**src/rtl/scan_pkg.sv**
```systemverilog
// Shared definitions for the BCD digit scanner.
package scan_pkg;
    // Selects where the scan advance tick is generated.
    typedef enum logic {
        TICK_INTERNAL = 1'b0,
        TICK_EXTERNAL = 1'b1
    } tick_src_e;
endpackage

```
**src/rtl/scan_tick_gen.sv**
```systemverilog
// Produces the one-cycle scan advance tick.
// Internal source: a free-running divide-by-PRESCALE counter.
// External source: a synchronized, rising-edge detected input.
// Assumes PRESCALE >= 2 and SYNC_STAGES >= 2. While parked the counter
// is held at zero and no tick leaves the block.
module scan_tick_gen
    import scan_pkg::*;
#(
    parameter int PRESCALE    = 50000,
    parameter int SYNC_STAGES = 2
) (
    input  logic      clk,
    input  logic      rst_n,
    input  logic      park,
    input  tick_src_e src,
    input  logic      ext_scan,
    output logic      tick
);
    localparam int               CNT_W    = $clog2(PRESCALE);
    localparam logic [CNT_W-1:0] CNT_LAST = CNT_W'(PRESCALE - 1);

    logic [CNT_W-1:0]       cnt_q;
    logic [SYNC_STAGES-1:0] sync_q;
    logic                   prev_q;
    logic                   int_tick;
    logic                   ext_tick;

    // Prescaler: counts 0..PRESCALE-1, held at zero while parked.
    always_ff @(posedge clk) begin
        if (!rst_n || park)
            cnt_q <= '0;
        else if (cnt_q == CNT_LAST)
            cnt_q <= '0;
        else
            cnt_q <= cnt_q + CNT_W'(1);
    end

    // Synchronizer chain for the asynchronous external scan input.
    genvar s;
    generate
        for (s = 0; s < SYNC_STAGES; s++) begin : g_sync
            if (s == 0) begin : g_first
                // First stage samples the raw pin.
                always_ff @(posedge clk) begin
                    if (!rst_n) sync_q[0] <= 1'b0;
                    else        sync_q[0] <= ext_scan;
                end
            end else begin : g_next
                // Later stages pass the value along.
                always_ff @(posedge clk) begin
                    if (!rst_n) sync_q[s] <= 1'b0;
                    else        sync_q[s] <= sync_q[s-1];
                end
            end
        end
    endgenerate

    // Keeps the last synchronized level for rising-edge detection.
    always_ff @(posedge clk) begin
        if (!rst_n) prev_q <= 1'b0;
        else        prev_q <= sync_q[SYNC_STAGES-1];
    end

    // Tick selection, gated off while parked.
    always_comb begin
        int_tick = (cnt_q == CNT_LAST);
        ext_tick = sync_q[SYNC_STAGES-1] & ~prev_q;
        tick     = ((src == TICK_EXTERNAL) ? ext_tick : int_tick) & ~park;
    end


    prescale_hold_chk: assert property (@(posedge clk) disable iff (!rst_n)
        park |=> (cnt_q == '0));


    ext_single_chk: assert property (@(posedge clk) disable iff (!rst_n)
        ext_tick |=> !ext_tick);
endmodule

```
**src/rtl/digit_ring.sv**
```systemverilog
// Scan position register and blanking flag.
// The position rotates 0..NUM_DIGITS-1 by one step per tick. A park or a
// reset forces position 0 with blanking on. Blanking clears on the first
// edge that sees no park condition. Assumes NUM_DIGITS >= 2.
module digit_ring #(
    parameter int NUM_DIGITS = 3,
    localparam int POS_W     = $clog2(NUM_DIGITS)
) (
    input  logic             clk,
    input  logic             rst_n,
    input  logic             park,
    input  logic             tick,
    output logic [POS_W-1:0] pos,
    output logic             blank
);
    localparam logic [POS_W-1:0] LAST_POS = POS_W'(NUM_DIGITS - 1);

    logic [POS_W-1:0] pos_q;
    logic             blank_q;

    // Position update: home on park, wrap-around step on a tick.
    always_ff @(posedge clk) begin
        if (!rst_n || park)
            pos_q <= '0;
        else if (tick)
            pos_q <= (pos_q == LAST_POS) ? '0 : pos_q + POS_W'(1);
    end

    // Blanking follows the park condition with one register of delay.
    always_ff @(posedge clk) begin
        if (!rst_n) blank_q <= 1'b1;
        else        blank_q <= park;
    end

    assign pos   = pos_q;
    assign blank = blank_q;


    pos_range_chk: assert property (@(posedge clk) disable iff (!rst_n)
        pos_q <= LAST_POS);


    pos_step_chk: assert property (@(posedge clk) disable iff (!rst_n)
        (tick && !park) |=> (pos_q == (($past(pos_q) == LAST_POS) ? '0
                                        : $past(pos_q) + POS_W'(1))));


    pos_hold_chk: assert property (@(posedge clk) disable iff (!rst_n)
        (!tick && !park) |=> $stable(pos_q));


    park_home_chk: assert property (@(posedge clk) disable iff (!rst_n)
        park |=> (pos_q == '0 && blank_q));
endmodule

```
**src/rtl/digit_present.sv**
```systemverilog
// Output stage: routes the digit at the scan position onto the shared
// bus and decodes the position into active-low selects. Purely
// combinational, so the data and the selects move on the same edge.
module digit_present #(
    parameter int NUM_DIGITS = 3,
    parameter int DIGIT_W    = 4,
    localparam int POS_W     = $clog2(NUM_DIGITS)
) (
    input  logic [POS_W-1:0]             pos,
    input  logic                         blank,
    input  logic [NUM_DIGITS*DIGIT_W-1:0] digits,
    output logic [DIGIT_W-1:0]           bcd_out,
    output logic [NUM_DIGITS-1:0]        sel_n
);
    // Data multiplexer: picks the field at the scan position.
    always_comb begin
        bcd_out = '0;
        for (int k = 0; k < NUM_DIGITS; k++) begin
            if (pos == POS_W'(k))
                bcd_out = digits[k*DIGIT_W +: DIGIT_W];
        end
    end

    // One active-low select per digit, all forced high while blanked.
    genvar k;
    generate
        for (k = 0; k < NUM_DIGITS; k++) begin : g_sel
            assign sel_n[k] = blank | (pos != POS_W'(k));
        end
    endgenerate
endmodule

```
**src/rtl/bcd_scan_mux.sv**
```systemverilog
// Top of the multiplexed BCD digit scanner: tick generator, scan
// position ring and output stage. Assumes the digits are already
// latched and that ext_scan is asynchronous to clk.
module bcd_scan_mux
    import scan_pkg::*;
#(
    parameter int NUM_DIGITS  = 3,
    parameter int DIGIT_W     = 4,
    parameter int PRESCALE    = 50000,
    parameter int SYNC_STAGES = 2
) (
    input  logic                          clk,
    input  logic                          rst_n,
    input  logic                          park,
    input  logic                          use_ext,
    input  logic                          ext_scan,
    input  logic [NUM_DIGITS*DIGIT_W-1:0] digits,
    output logic [DIGIT_W-1:0]            bcd_out,
    output logic [NUM_DIGITS-1:0]         sel_n
);
    localparam int POS_W = $clog2(NUM_DIGITS);

    tick_src_e        src;
    logic             tick;
    logic [POS_W-1:0] pos;
    logic             blank;

    assign src = use_ext ? TICK_EXTERNAL : TICK_INTERNAL;

    scan_tick_gen #(
        .PRESCALE    (PRESCALE),
        .SYNC_STAGES (SYNC_STAGES)
    ) u_tick (
        .clk      (clk),
        .rst_n    (rst_n),
        .park     (park),
        .src      (src),
        .ext_scan (ext_scan),
        .tick     (tick)
    );

    digit_ring #(
        .NUM_DIGITS (NUM_DIGITS)
    ) u_ring (
        .clk   (clk),
        .rst_n (rst_n),
        .park  (park),
        .tick  (tick),
        .pos   (pos),
        .blank (blank)
    );

    digit_present #(
        .NUM_DIGITS (NUM_DIGITS),
        .DIGIT_W    (DIGIT_W)
    ) u_out (
        .pos     (pos),
        .blank   (blank),
        .digits  (digits),
        .bcd_out (bcd_out),
        .sel_n   (sel_n)
    );


    parked_blank_chk: assert property (@(posedge clk) disable iff (!rst_n)
        $past(park) |-> (&sel_n));


    one_select_chk: assert property (@(posedge clk) disable iff (!rst_n)
        (!$past(park) && $past(rst_n)) |-> ($countones(~sel_n) == 1));


    units_match_chk: assert property (@(posedge clk) disable iff (!rst_n)
        !sel_n[0] |-> (bcd_out == digits[DIGIT_W-1:0]));
endmodule

```
**config.mk**
```make
export PLATFORM = sky130hd
export DESIGN_NAME = bcd_scan_mux
export DESIGN_NICKNAME = d
export VERILOG_FILES = /design/src/rtl/scan_pkg.sv /design/src/rtl/scan_tick_gen.sv /design/src/rtl/digit_ring.sv /design/src/rtl/digit_present.sv /design/src/rtl/bcd_scan_mux.sv
export SDC_FILE = /design/constraint.sdc
export NUM_CORES = 1
export LEC_CHECK = 0
export BUFFER_PORTS_ARGS = -buffer_cell sky130_fd_sc_hd__clkbuf_2
export CORE_UTILIZATION = 55
export CTS_CLUSTER_DIAMETER = 50
export CTS_CLUSTER_SIZE = 12
export DETAILED_ROUTE_END_ITERATION = 8
export PLACE_DENSITY = 0.82
export SYNTH_ARGS = -nofsm -noshare
export SYNTH_HDL_FRONTEND = slang
export SYNTH_SLANG_ARGS = --single-unit
```
**constraint.sdc**
```tcl
create_clock -name clk -period 5.25 [get_ports clk]
set_clock_uncertainty 0.15 [all_clocks]
set_input_delay 0 -clock clk [delete_from_list [all_inputs] [get_ports clk]]
set_output_delay 0 -clock clk [all_outputs]
set_load 0.005 [all_outputs]
```
# Yosys cells after proc, flatten, opt, wreduce, memory -nomap -nowiden
# Index checks and enable logic that the tools add are counted.
word_totals:
  reg_bits: 22
  inputBits: 17
  output_inout_bits: 7
  elab_cells: 31
op_classes:
  n_addsub: 2
  eq_ne: 5
  mux: 6
  n_bitwise: 7
  reduce_logical: 5
ops:
  columns: ["op", "count"]
  rows:
  - ["adder 16 x 1 -> 16 bit (second input constant)", 1]
  - ["== test 16 bit (second input constant)", 1]
  - ["two-way mux 4 bit", 3]
  - ["OR 1 bit", 3]
  - ["adder 2 x 1 -> 2 bit (second input constant)", 1]
  - ["bitwise AND 1 bit", 2]
  - ["== test 2 x 1 -> 1 bit (second input constant)", 1]
  - ["== test 2 bit (second input constant)", 1]
  - ["zero test 2 bit", 1]
  - ["two-way mux 1 bit", 2]
  - ["two-way mux 2 bit", 1]
  - ["inequality test 2 x 1 -> 1 bit (second input constant)", 1]
  - ["inequality test 2 bit (second input constant)", 1]
  - ["inverter 1 bit", 2]
  - ["nonzero test 2 bit", 1]
  - ["OR reduction 2 bit", 1]
  - ["zero test 1 bit", 1]
  - ["logical OR 1 bit", 1]

# Logic depth before layout (Yosys ltp)
# Gate-level depths: netlist of the first run.
depth:
  depth_word: 4
  ltp_mapped: 6
  mapped_depth_nobuf: 5

# Cells and area by module
# Synthesis of the first run repeated with hierarchy kept, for this count alone.
hier_totals:
  cells_unflattened: 112
  area_unflattened_um2: 1044.8
modules_own_cells:
  columns: ["module", "n_inst", "cells_each", "area_per_inst_um2", "seq_area_each_um2"]
  rows:
  - ["scan_tick_gen", 1, 88, 815.8, 380.4]
  - ["digit_present", 1, 14, 120.1, 0.0]
  - ["digit_ring", 1, 10, 108.9, 60.1]

# Least setup slack after synthesis of the first run
# No wires, ideal clock.
synth_timing:
  path_type: "reg2reg"
  startpoint: "reg u_tick.cnt_q[10]"
  endpoint: "reg u_tick.cnt_q[10]"
  setup_time_ps: 115
  t_arrival_ps: 1562
  t_required_ps: 4985
  slack_ps: 3423
  path_stages_with_launch: 6
  path_buffers: 1
  synth_period_minus_slack_ps: 1827
  path_cell_list: "dfxtp_1 or4b_1 or4_4 nand2_4 buf_8 nor2_1"
synth_between:
  elab_chain_len: 2
  word_cells_on_any_way: 3
  cone_classes: "1 x add/sub; 1 x eq/ne; 1 x reduce/logical"
synth_rtl:
  columns: ["element", "line", "rtl"]
  rows:
  - ["start, declared", "scan_tick_gen.sv:22", "logic [CNT_W-1:0] cnt_q;"]
  - ["start signal, assigned", "scan_tick_gen.sv:35", "cnt_q <= cnt_q + CNT_W'(1);"]
  - ["branches (longest 2 deep; another with adder 16 x 1 -> 16 bit)", null, null]
# Several ways; the timed one is not identified.
# A chain may end at the register's enable or synchronous reset.

# Final worst setup path of the first run
layout_timing:
  startpoint: "reg u_tick.cnt_q[0]"
  endpoint: "reg u_ring.pos_q[0], in the netlist u_ring.pos[0]"
layout_between:
  elab_chain_len: 3
layout_rtl:
  columns: ["element", "line", "rtl"]
  rows:
  - ["== test 16 bit", "scan_tick_gen.sv:66", "int_tick = (cnt_q == CNT_LAST);"]
  - ["two-way mux 1 bit", "scan_tick_gen.sv:68", "tick = ((src == TICK_EXTERNAL) ? ext_tick : int_tick) & ~park;"]
  - ["bitwise AND 1 bit", "scan_tick_gen.sv:68", null]
  - ["end signal, assigned", "digit_ring.sv:26", "pos_q <= (pos_q == LAST_POS) ? '0 : pos_q + POS_W'(1);"]
  - ["end, declared", "digit_ring.sv:18", "logic [POS_W-1:0] pos_q;"]
# Every way passes these cells.

==> flow_metrics.tcl, run 1 <==
set metrics [dict create \
    crit_slowest_cell "or4_4" \
    power.total_mw 0.266 \
    clock_power_share_pct 28.4 \
    max_cap_violations 0 \
    muxShareOfSynthArea_pct 3.83 \
    r2r_start "u_tick.cnt_q[0]$_SDFF_PP0_" \
    setup_viol 0 \
    fill_cells 138 \
    io_buffers 23 \
    synth_xor_area_share_pct 11.7 \
    worstRegToRegCells 5 \
    avgSynthCellArea_um2 8.57 \
    pwr_density_cell_nw_per_um2 215 \
    rrSetupSlack_ps 3240 \
    syn_to_final_growth_pct 18.4 \
    fp.dieH_um 45.6 \
    die_area_um2 2080 \
    synth_top_family_by_area "simple AND/OR/NAND/NOR gates" \
    rows 15 \
    critical-path-top-delay-family "simple AND/OR/NAND/NOR gates" \
    synth-seq-cells 22 \
    via_per_inst 5.45 \
    cts_inserted_buffers 3 \
    p_leak_nw 0.421 \
    clkLatencyLatePin_ps 310 \
    hold_viol 0 \
    setup_ws_ps 3240 \
    p_int_mw 0.207 \
    finalSetupTns_ps 0 \
    clockBufferDepth 2 \
    clockRootBuffer "clkbuf_4" \
    avgRoutedWirePerCell_um 12.5 \
    ios 24 \
    final.period_utilization_pct 38.3 \
    synth_cell_types 28 \
    p_comb_share_pct 7.5 \
    track_usage_pct 23.8 \
    grt-ovfl-total 0 \
    post_cts_resized 0 \
    p_sw_share_pct 22.0 \
    drtAntennaViolNets 0 \
    slew_headroom_pct 73.8 \
    syn_nets 140 \
    critPathLaunchType "register" \
    htreeDepth 1 \
    synth_simple_gate_area_share_pct 31.9 \
    fin_crit_ps 2010 \
    placedCellCount 166 \
    synth_fa_ha_area_share_pct 1.20 \
    crit_chain "ha_1 > nand3_1 > or4_4 > o211ai_1 > a21oi_1" \
    critPathBufInv 0 \
    post_cts_buffers 0 \
    post_dp_cell_area_um2 1170 \
    start_util_pct 59.9 \
    max_freq_mhz 498 \
    holdBufCountCts 5 \
    cp_max_fo 7 \
    critPathArrivalTime_ps 2060 \
    p_seq_share_pct 64.2 \
    synth_area_um2 1050 \
    die_w_um 45.6 \
    timing.rr.end "u_ring.pos[0]$_SDFFE_PP0P_" \
    min_to "bcd_out[0]" \
    critical_path_class "reg2reg" \
    grt_pass1_wl_um 3370 \
    hold_path.class "in2out" \
    gp_congestion 0.943 \
    status "finished clean" \
    ys_seq_area_share_pct 42.1 \
    peakVddDrop_mv 0.223 \
    synth_cells 122 \
    ys_warn_count 0 \
    min_from "digits[8]" \
    drv_slew 0 \
    synth-compound-area-share_pct 5.26 \
    drive_gt1_share_pct 19.5 \
    required_ps 5300 \
    end_kind "register" \
    routed_wl_um 2180 \
    cts.sink_count 22 \
    final_cells 174 \
    path_clk_slew_ps 110 \
    hold_depth 4 \
    regArea_um2 440 \
    grt_max_degree 15 \
    fin_area_um2 1240 \
    cts_tree "yes" \
    dp_hpwl_um 1570 \
    drc_errors 0 \
    design.core.area_um2 1750 \
    final_core_util_pct 71.0 \
    antenna_cells 0 \
    fin_nets 169 \
    vias 949 \
    dp_slack_ps 3260 \
    antenna_found_initial 0 \
    worst_slew_pin_slew_ps 389 \
    timing.hold.ws_ps 126 \
    first_pass_iters 4 \
    slowest_delay_ps 590 \
    rsz0062_at_grt "false" \
    grt_pass1_vias 824 \
    multiInputGateArea_um2 564 \
    drtIter0Drc 20 \
    p_switching_mw 0.0586 \
]
[power by group through the flow]
stage	Clock, mW	Sequential, mW	Combinational (mW)
after floorplan	0	0.174	0.00854
after global placement	0	0.174	0.0163
after detailed placement	0	0.174	0.0168
after CTS	0.0770	0.171	0.0198
after global routing	0.0801	0.171	0.0221
final	0.0754	0.171	0.0198
[cell usage after synthesis]
| cell type | number | area [um^2] |
|---|---|---|
| a21oi_1 | 2 | 10.0 |
| and2_1 | 3 | 18.8 |
| and3_1 | 1 | 6.26 |
| buf_8 | 1 | 15.0 |
| clkbuf_1 | 3 | 11.3 |
| dfxtp_1 | 22 | 440 |
| ha_1 | 1 | 12.5 |
| inv_1 | 4 | 15.0 |
| mux2i_1 | 4 | 40.0 |
| nand2_1 | 8 | 30.0 |
| nand2_4 | 1 | 11.3 |
| nand2b_1 | 1 | 6.26 |
| nand3_1 | 6 | 30.0 |
| nand4_1 | 3 | 18.8 |
| nand4b_1 | 1 | 8.76 |
| nand4bb_1 | 2 | 22.5 |
| nor2_1 | 22 | 82.6 |
| nor2b_1 | 3 | 18.8 |
| nor3_1 | 3 | 15.0 |
| nor4_1 | 5 | 31.3 |
| o211ai_1 | 2 | 15.0 |
| o21ai_0 | 6 | 30.0 |
| or2_2 | 1 | 6.26 |
| or3_1 | 1 | 6.26 |
| or4_4 | 1 | 11.3 |
| or4b_1 | 1 | 10.0 |
| xnor2_1 | 13 | 114 |
| xor2_1 | 1 | 8.76 |
[layout by cell type (no fill, tap or decap), drive strengths merged, types with 3 or more instances in the layout]
| cell type | n |
|---|---|
| nor2 | 22 |
| clkbuf | 26 |
| nand3 | 6 |
| nor2b | 3 |
| inv | 4 |
| dfxtp | 22 |
| nand2 | 9 |
| nand4 | 3 |
| o21ai | 6 |
| nor3 | 3 |
| dlygate4sd3 | 5 |
| and2 | 3 |
| nor4 | 5 |
| mux2i | 4 |
| xnor2 | 13 |
[worst max-delay path by stage]
stage	slack (ps)	end	start	cells after the start
finish	3240	u_ring.pos[0]$_SDFFE_PP0P_	u_tick.cnt_q[0]$_SDFF_PP0_	5
global route	3140	u_ring.pos[0]$_SDFFE_PP0P_	u_tick.cnt_q[0]$_SDFF_PP0_	5
CTS	3250	u_ring.pos[0]$_SDFFE_PP0P_	u_tick.cnt_q[0]$_SDFF_PP0_	5
detailed placement	3260	u_ring.pos[0]$_SDFFE_PP0P_	u_tick.cnt_q[0]$_SDFF_PP0_	5
global placement	3380	u_ring.pos[1]$_SDFFE_PP0P_	u_tick.cnt_q[0]$_SDFF_PP0_	5
floorplan	3420	u_tick.cnt_q[10]$_SDFF_PP0_	u_tick.cnt_q[10]$_SDFF_PP0_	5
[flip-flops by register name, indices dropped and copies added, names as in the netlist]
name	count
u_ring.pos	2
u_tick.sync_q	2
u_ring.blank	1
u_tick.cnt_q	16
u_tick.prev_q	1
[metal layers]
layer  vias up  share of wire [%]  GRT usage [%]
met2        39                 49           44.3
met3         8                6.6           3.57
met1       426                 41           24.7
met5         -                  0              0
li1        476                  -              -
met4         0                2.5           13.9
[final cells by class]
cell class | instances | share of cell area [%]
clock buffers | 3 | 1.82
inverters | 4 | 1.21
multi-input cells | 92 | 45.6
flip-flops and latches | 22 | 35.6
well taps | 25 | 2.53
repair buffers | 28 | 13.3
[worst reg2reg max path, cell delays in order, from the launching register on]
cell and delay [ps]:
dfxtp_1 400, ha_1 230, nand3_1 240, or4_4 590
o211ai_1 200, a21oi_1 90
[logic make-up (layout without fill, tap and decap cells)]
logic type      count (synthesis)  count (layout)
simple gates                   63              63
flops                          22              22
xor+xnor                       14              14
compound gates                 10              10
buf+inv                         8              35
mux                             4               4
fa+ha+maj                       1               1
Power figures use the tool's default switching activity.
==> run 2, diff against run 1 <==
--- a/config.mk
+++ b/config.mk
@@ -6,11 +6,11 @@
 export NUM_CORES = 1
 export LEC_CHECK = 0
 export BUFFER_PORTS_ARGS = -buffer_cell sky130_fd_sc_hd__clkbuf_2
-export CORE_UTILIZATION = 55
+export CORE_UTILIZATION = 46
 export CTS_CLUSTER_DIAMETER = 50
 export CTS_CLUSTER_SIZE = 12
 export DETAILED_ROUTE_END_ITERATION = 8
-export PLACE_DENSITY = 0.82
+export PLACE_DENSITY = 0.73
 export SYNTH_ARGS = -nofsm -noshare
 export SYNTH_HDL_FRONTEND = slang
 export SYNTH_SLANG_ARGS = --single-unit
==> constraint.sdc (replaced) <==
create_clock -name clk -period 1.7 [get_ports clk]
set_clock_uncertainty 0.15 [all_clocks]
set_input_delay 0 -clock clk [delete_from_list [all_inputs] [get_ports clk]]
set_output_delay 0 -clock clk [all_outputs]
set_load 0.005 [all_outputs]
==> flow_metrics.tcl, run 2 (synthesis gave the netlist of run 1 again) <==
set metrics [dict create \
    slowest_delay_ps 530 \
    placedCellCount 182 \
    fin_crit_ps 1860 \
    drtIter0Drc 22 \
    start_util_pct 51.2 \
    status "finished with violations" \
    power.total_mw 0.881 \
    p_leak_nw 0.507 \
    cts.sink_count 22 \
    cp_max_fo 4 \
    gp_congestion 0.846 \
    clockRootBuffer "clkbuf_4" \
    antenna_cells 0 \
    drtAntennaViolNets 0 \
    avgRoutedWirePerCell_um 10.9 \
    fp.dieH_um 49.7 \
    rows 16 \
    dp_hpwl_um 1620 \
    io_buffers 23 \
    failed_checks "setup timing" \
    routed_wl_um 2100 \
    max_cap_violations 0 \
    final_cell_mix "clkbuf_2, nor2_1, dfxtp_1" \
    final.period_utilization_pct 110 \
    max_freq_mhz 537 \
    setup_ws_ps -164 \
    drive_gt1_share_pct 29.7 \
    crit_chain "or4b_4 > or4_4 > buf_4 > and3_4" \
    first_pass_iters 6 \
    syn_to_final_growth_pct 31.9 \
    hold_path.class "in2out" \
    final_common_cell "clkbuf_2" \
    vias 990 \
    antenna_found_initial 0 \
    slew_headroom_pct 72.7 \
    clkLatencyLatePin_ps 310 \
    grt_max_degree 15 \
    setup_viol 17 \
    design.core.area_um2 2040 \
    die_w_um 49.7 \
    end_kind "register" \
    critical_path_class "reg2reg" \
    hold_viol 0 \
    fin_nets 184 \
    cts_tree "yes" \
    peakVddDrop_mv 0.513 \
    htreeDepth 1 \
    track_usage_pct 19.0 \
    crit_slowest_cell "or4b_4" \
    grt_pass1_wl_um 3590 \
    critPathLaunchType "register" \
    final_cells 192 \
    drc_errors 0 \
    drv_slew 0 \
    top_register "u_tick.cnt_q" \
    required_ps 1770 \
    rsz0062_at_grt "true" \
    grt_pass1_vias 894 \
    worst_slew_pin_slew_ps 405 \
    critPathArrivalTime_ps 1930 \
    pwr_density_cell_nw_per_um2 638 \
    via_per_inst 5.16 \
    cts_inserted_buffers 3 \
    largest_reg_flops 16 \
    grt-ovfl-total 0 \
    die_area_um2 2470 \
    path_clk_slew_ps 120 \
    ios 24 \
    clockBufferDepth 2 \
]
run 2: cell count changes in the layout (fill, tap and decap cells not counted):
cell / before / now
and3_1: 1 / 0
and3_4: 0 / 1
buf_4: 0 / 15
clkbuf_8: 0 / 1
dfxtp_1: 22 / 21
dfxtp_2: 0 / 1
nor2b_1: 3 / 2
nor2b_2: 0 / 1
or4b_1: 1 / 0
or4b_4: 0 / 1
run 2: final cells by class:
| type | count | area (um^2) |
|---|---|---|
| clock buffer | 4 | 36.3 |
| fill | 174 | 662 |
| inverter | 4 | 15.0 |
| multi-input combinational | 92 | 576 |
| sequential | 22 | 442 |
| tap | 27 | 33.8 |
| timing repair buffer | 43 | 278 |
run 2: path summary, 6_finish.rpt:
path                                     from                          end  slack [ps]  cells after the start
setup / recovery  u_tick.cnt_q[10]$_SDFF_PP0_   u_tick.cnt_q[1]$_SDFF_PP0_        -160                      4
setup reg to reg  u_tick.cnt_q[10]$_SDFF_PP0_   u_tick.cnt_q[1]$_SDFF_PP0_        -160                      4
hold / removal                      digits[8]                   bcd_out[0]         130                      4
hold reg to reg   u_tick.sync_q[0]$_SDFF_PN0_  u_tick.sync_q[1]$_SDFF_PN0_         310                      1
run 2: stage by stage:
step | hold slack [ps] | worst slack, ps | instance area, um^2 | utilization [%] | TNS [ps]
floorplan | -46.0 | -125 | 1050 | - | -1520
global placement | 59.1 | -112 | 1270 | 62.4 | -1510
detailed placement | 61.4 | -147 | 1270 | 62.4 | -2010
CTS | 135 | -156 | 1370 | 66.9 | -2160
global route | 159 | -229 | 1380 | 67.6 | -3200
finish | 130 | -164 | 1380 | 67.6 | -2150
run 2: what timing repair did:
action / 4_1_cts / 5_1_grt
hold buffers: 5 / 0
setup buffers: 0 / 1
endpoints found under the setup margin: 17 / 18
resized for setup: 1 / 2
pin swaps: 2 / 2
endpoints found under the hold margin: 22 / 0
run 2: routing by layer:
layer	vias to the layer above	track usage (%)	part of all wire, %
li1	500	-	-
met1	456	22.7	47
met2	29	32.9	46
met3	5	4.01	6.1
met4	0	7.14	1.6
met5	-	0	0
run 2: power breakdown:
| group | switching [mW] | internal, mW |
|---|---|---|
| Combinational | 0.0268 | 0.0386 |
| Sequential | 0.00396 | 0.522 |
| Clock | 0.158 | 0.131 |
run 2: worst max-delay path: cells and delay by family, from the launching register on:
family	cells	cell delay (ps)
buffers and inverters	1	160
and+or+nand+nor	3	1130
DFF	1	340
==> run 3, diff against run 2 <==
==> constraint.sdc (replaced) <==
create_clock -name clk -period 1.7 [get_ports clk]
set_clock_uncertainty 0.15 [all_clocks]
set_input_delay 0.17 -clock clk [delete_from_list [all_inputs] [get_ports clk]]
set_output_delay 0.17 -clock clk [all_outputs]
set_load 0.005 [all_outputs]
==> flow_metrics.tcl, run 3 (synthesis gave the netlist of run 1 again) <==
set metrics [dict create \
    post_dp_cell_area_um2 1270 \
    min_to "u_ring.blank$_SDFF_PN1_" \
    critPathLaunchType "register" \
    design.core.area_um2 2040 \
    rsz0062_at_grt "true" \
    drtIter0Drc 22 \
    status "finished with violations" \
    hold_viol 0 \
    critical_path_class "reg2reg" \
    drv_slew 0 \
    avgRoutedWirePerCell_um 10.9 \
    final.period_utilization_pct 110 \
    drtAntennaViolNets 0 \
    track_usage_pct 18.8 \
    top_register "u_tick.cnt_q" \
    p_leak_nw 0.499 \
    fin_crit_ps 1860 \
    r2r_start "u_tick.cnt_q[10]$_SDFF_PP0_" \
    drc_errors 0 \
    rows 16 \
    rrSetupSlack_ps -160 \
    start_util_pct 51.2 \
    fin_nets 182 \
    cts.sink_count 22 \
    hold_depth 3 \
    critPathBufInv 1 \
    gp_congestion 0.846 \
    clkLatencyLatePin_ps 310 \
    cts_inserted_buffers 3 \
    grt-ovfl-total 0 \
    slew_headroom_pct 72.7 \
    drive_gt1_share_pct 30.1 \
    htreeDepth 1 \
    required_ps 1770 \
    cts_tree "yes" \
    first_pass_iters 4 \
    hold_path.class "in2reg" \
    power.total_mw 0.877 \
    max_freq_mhz 536 \
    clockBufferDepth 2 \
    fin_area_um2 1360 \
    setup_viol 17 \
    setup_ws_ps -164 \
    syn_to_final_growth_pct 30.0 \
    grt_pass1_wl_um 3550 \
    finalSetupTns_ps -2150 \
    grt_pass1_vias 889 \
    crit_chain "or4b_4 > or4_4 > buf_4 > and3_4" \
    final_cell_mix "clkbuf_2, nor2_1, dfxtp_1" \
    min_from "park" \
    crit_slowest_cell "or4b_4" \
    slowest_delay_ps 530 \
    dp_hpwl_um 1620 \
    path_clk_slew_ps 120 \
    die_area_um2 2470 \
    peakVddDrop_mv 0.512 \
    p_seq_share_pct 60.0 \
    antenna_cells 0 \
    final_common_cell "clkbuf_2" \
    pwr_density_cell_nw_per_um2 645 \
    io_buffers 23 \
    routed_wl_um 2080 \
    cp_max_fo 4 \
    p_sw_share_pct 21.5 \
    clockRootBuffer "clkbuf_4" \
    fill_cells 177 \
    vias 988 \
    critical-path-top-delay-family "simple AND/OR/NAND/NOR gates" \
    max_cap_violations 0 \
    timing.rr.end "u_tick.cnt_q[1]$_SDFF_PP0_" \
    grt_max_degree 15 \
    die_w_um 49.7 \
    largest_reg_flops 16 \
    end_kind "register" \
    critPathArrivalTime_ps 1930 \
    antenna_found_initial 0 \
    p_int_mw 0.689 \
    worst_slew_pin_slew_ps 406 \
    p_switching_mw 0.188 \
    worstRegToRegCells 4 \
    worst-path-stages 4 \
    via_per_inst 5.20 \
    failed_checks "setup timing" \
    p_comb_share_pct 7.1 \
    ios 24 \
    clock_power_share_pct 32.9 \
    fp.dieH_um 49.7 \
]
==> run 3: cell types whose count changed in the layout (fill, tap and decap cells not counted), sizes merged <==
cell and change:
dlygate4sd3 -2
==> run 3: through the flow <==
step,setup WS (ps),instances,hold WS [ps],utilization (%)
after floorplan,-125,122,142,-
after global placement,-112,182,229,62.4
after detailed placement,-147,182,231,62.4
after CTS,-156,189,25.2,66.0
after global routing,-229,190,55.6,66.6
final,-164,190,35.4,66.6
==> run 3: final cells by class <==
cell class / count / area [um^2] / area share [%]
Tap cell: 27 / 33.8 / 2.48
Clock buffer: 4 / 36.3 / 2.67
Inverter: 4 / 15.0 / 1.10
Sequential cell: 22 / 442 / 32.5
Multi-Input combinational cell: 92 / 576 / 42.3
Timing Repair Buffer: 41 / 258 / 19.0
==> run 3: how the worst max path moves through the flow <==
| stage | end | from | slack (ps) |
|---|---|---|---|
| 2_1_floorplan | u_tick.cnt_q[10]$_SDFF_PP0_ | u_tick.cnt_q[10]$_SDFF_PP0_ | -130 |
| 3_3_place_gp | u_ring.pos[0]$_SDFFE_PP0P_ | u_tick.cnt_q[10]$_SDFF_PP0_ | -110 |
| 3_5_place_dp | u_ring.pos[0]$_SDFFE_PP0P_ | u_tick.cnt_q[10]$_SDFF_PP0_ | -150 |
| 4_1_cts | u_ring.pos[1]$_SDFFE_PP0P_ | u_tick.cnt_q[10]$_SDFF_PP0_ | -160 |
| 5_1_grt | u_ring.pos[0]$_SDFFE_PP0P_ | u_tick.cnt_q[10]$_SDFF_PP0_ | -230 |
| 6_report | u_tick.cnt_q[1]$_SDFF_PP0_ | u_tick.cnt_q[10]$_SDFF_PP0_ | -160 |
==> run 3: what timing repair did <==
action	CTS	global route
hold buffers	3	0
gates resized for setup	2	1
hold endpoints to repair	3	0
buffers inserted	0	1
pin swaps	2	2
setup endpoints to repair	21	21
==> run 3: power groups by stage <==
stage                     sequential, mW  combinational [mW]  clock [mW]
after global routing               0.527              0.0697       0.315
final                              0.526              0.0619       0.289
after floorplan                    0.537              0.0265           0
after global placement             0.537              0.0543           0
after CTS                          0.526              0.0617       0.296
after detailed placement           0.538              0.0559           0
==> run 3: layer usage <==
metal	GRT usage, %	up-vias	wire length, um
met5	0	-	0
met4	7.14	0	34
met3	4.01	5	129
met2	32.9	29	946
met1	22.1	458	968
li1	-	496	-
==> run 3: worst reg2reg max path, cell delays in order, from the launching register on <==
cell and delay (ps):
dfxtp_2 340, or4b_4 530, or4_4 470, buf_4 160
and3_4 130
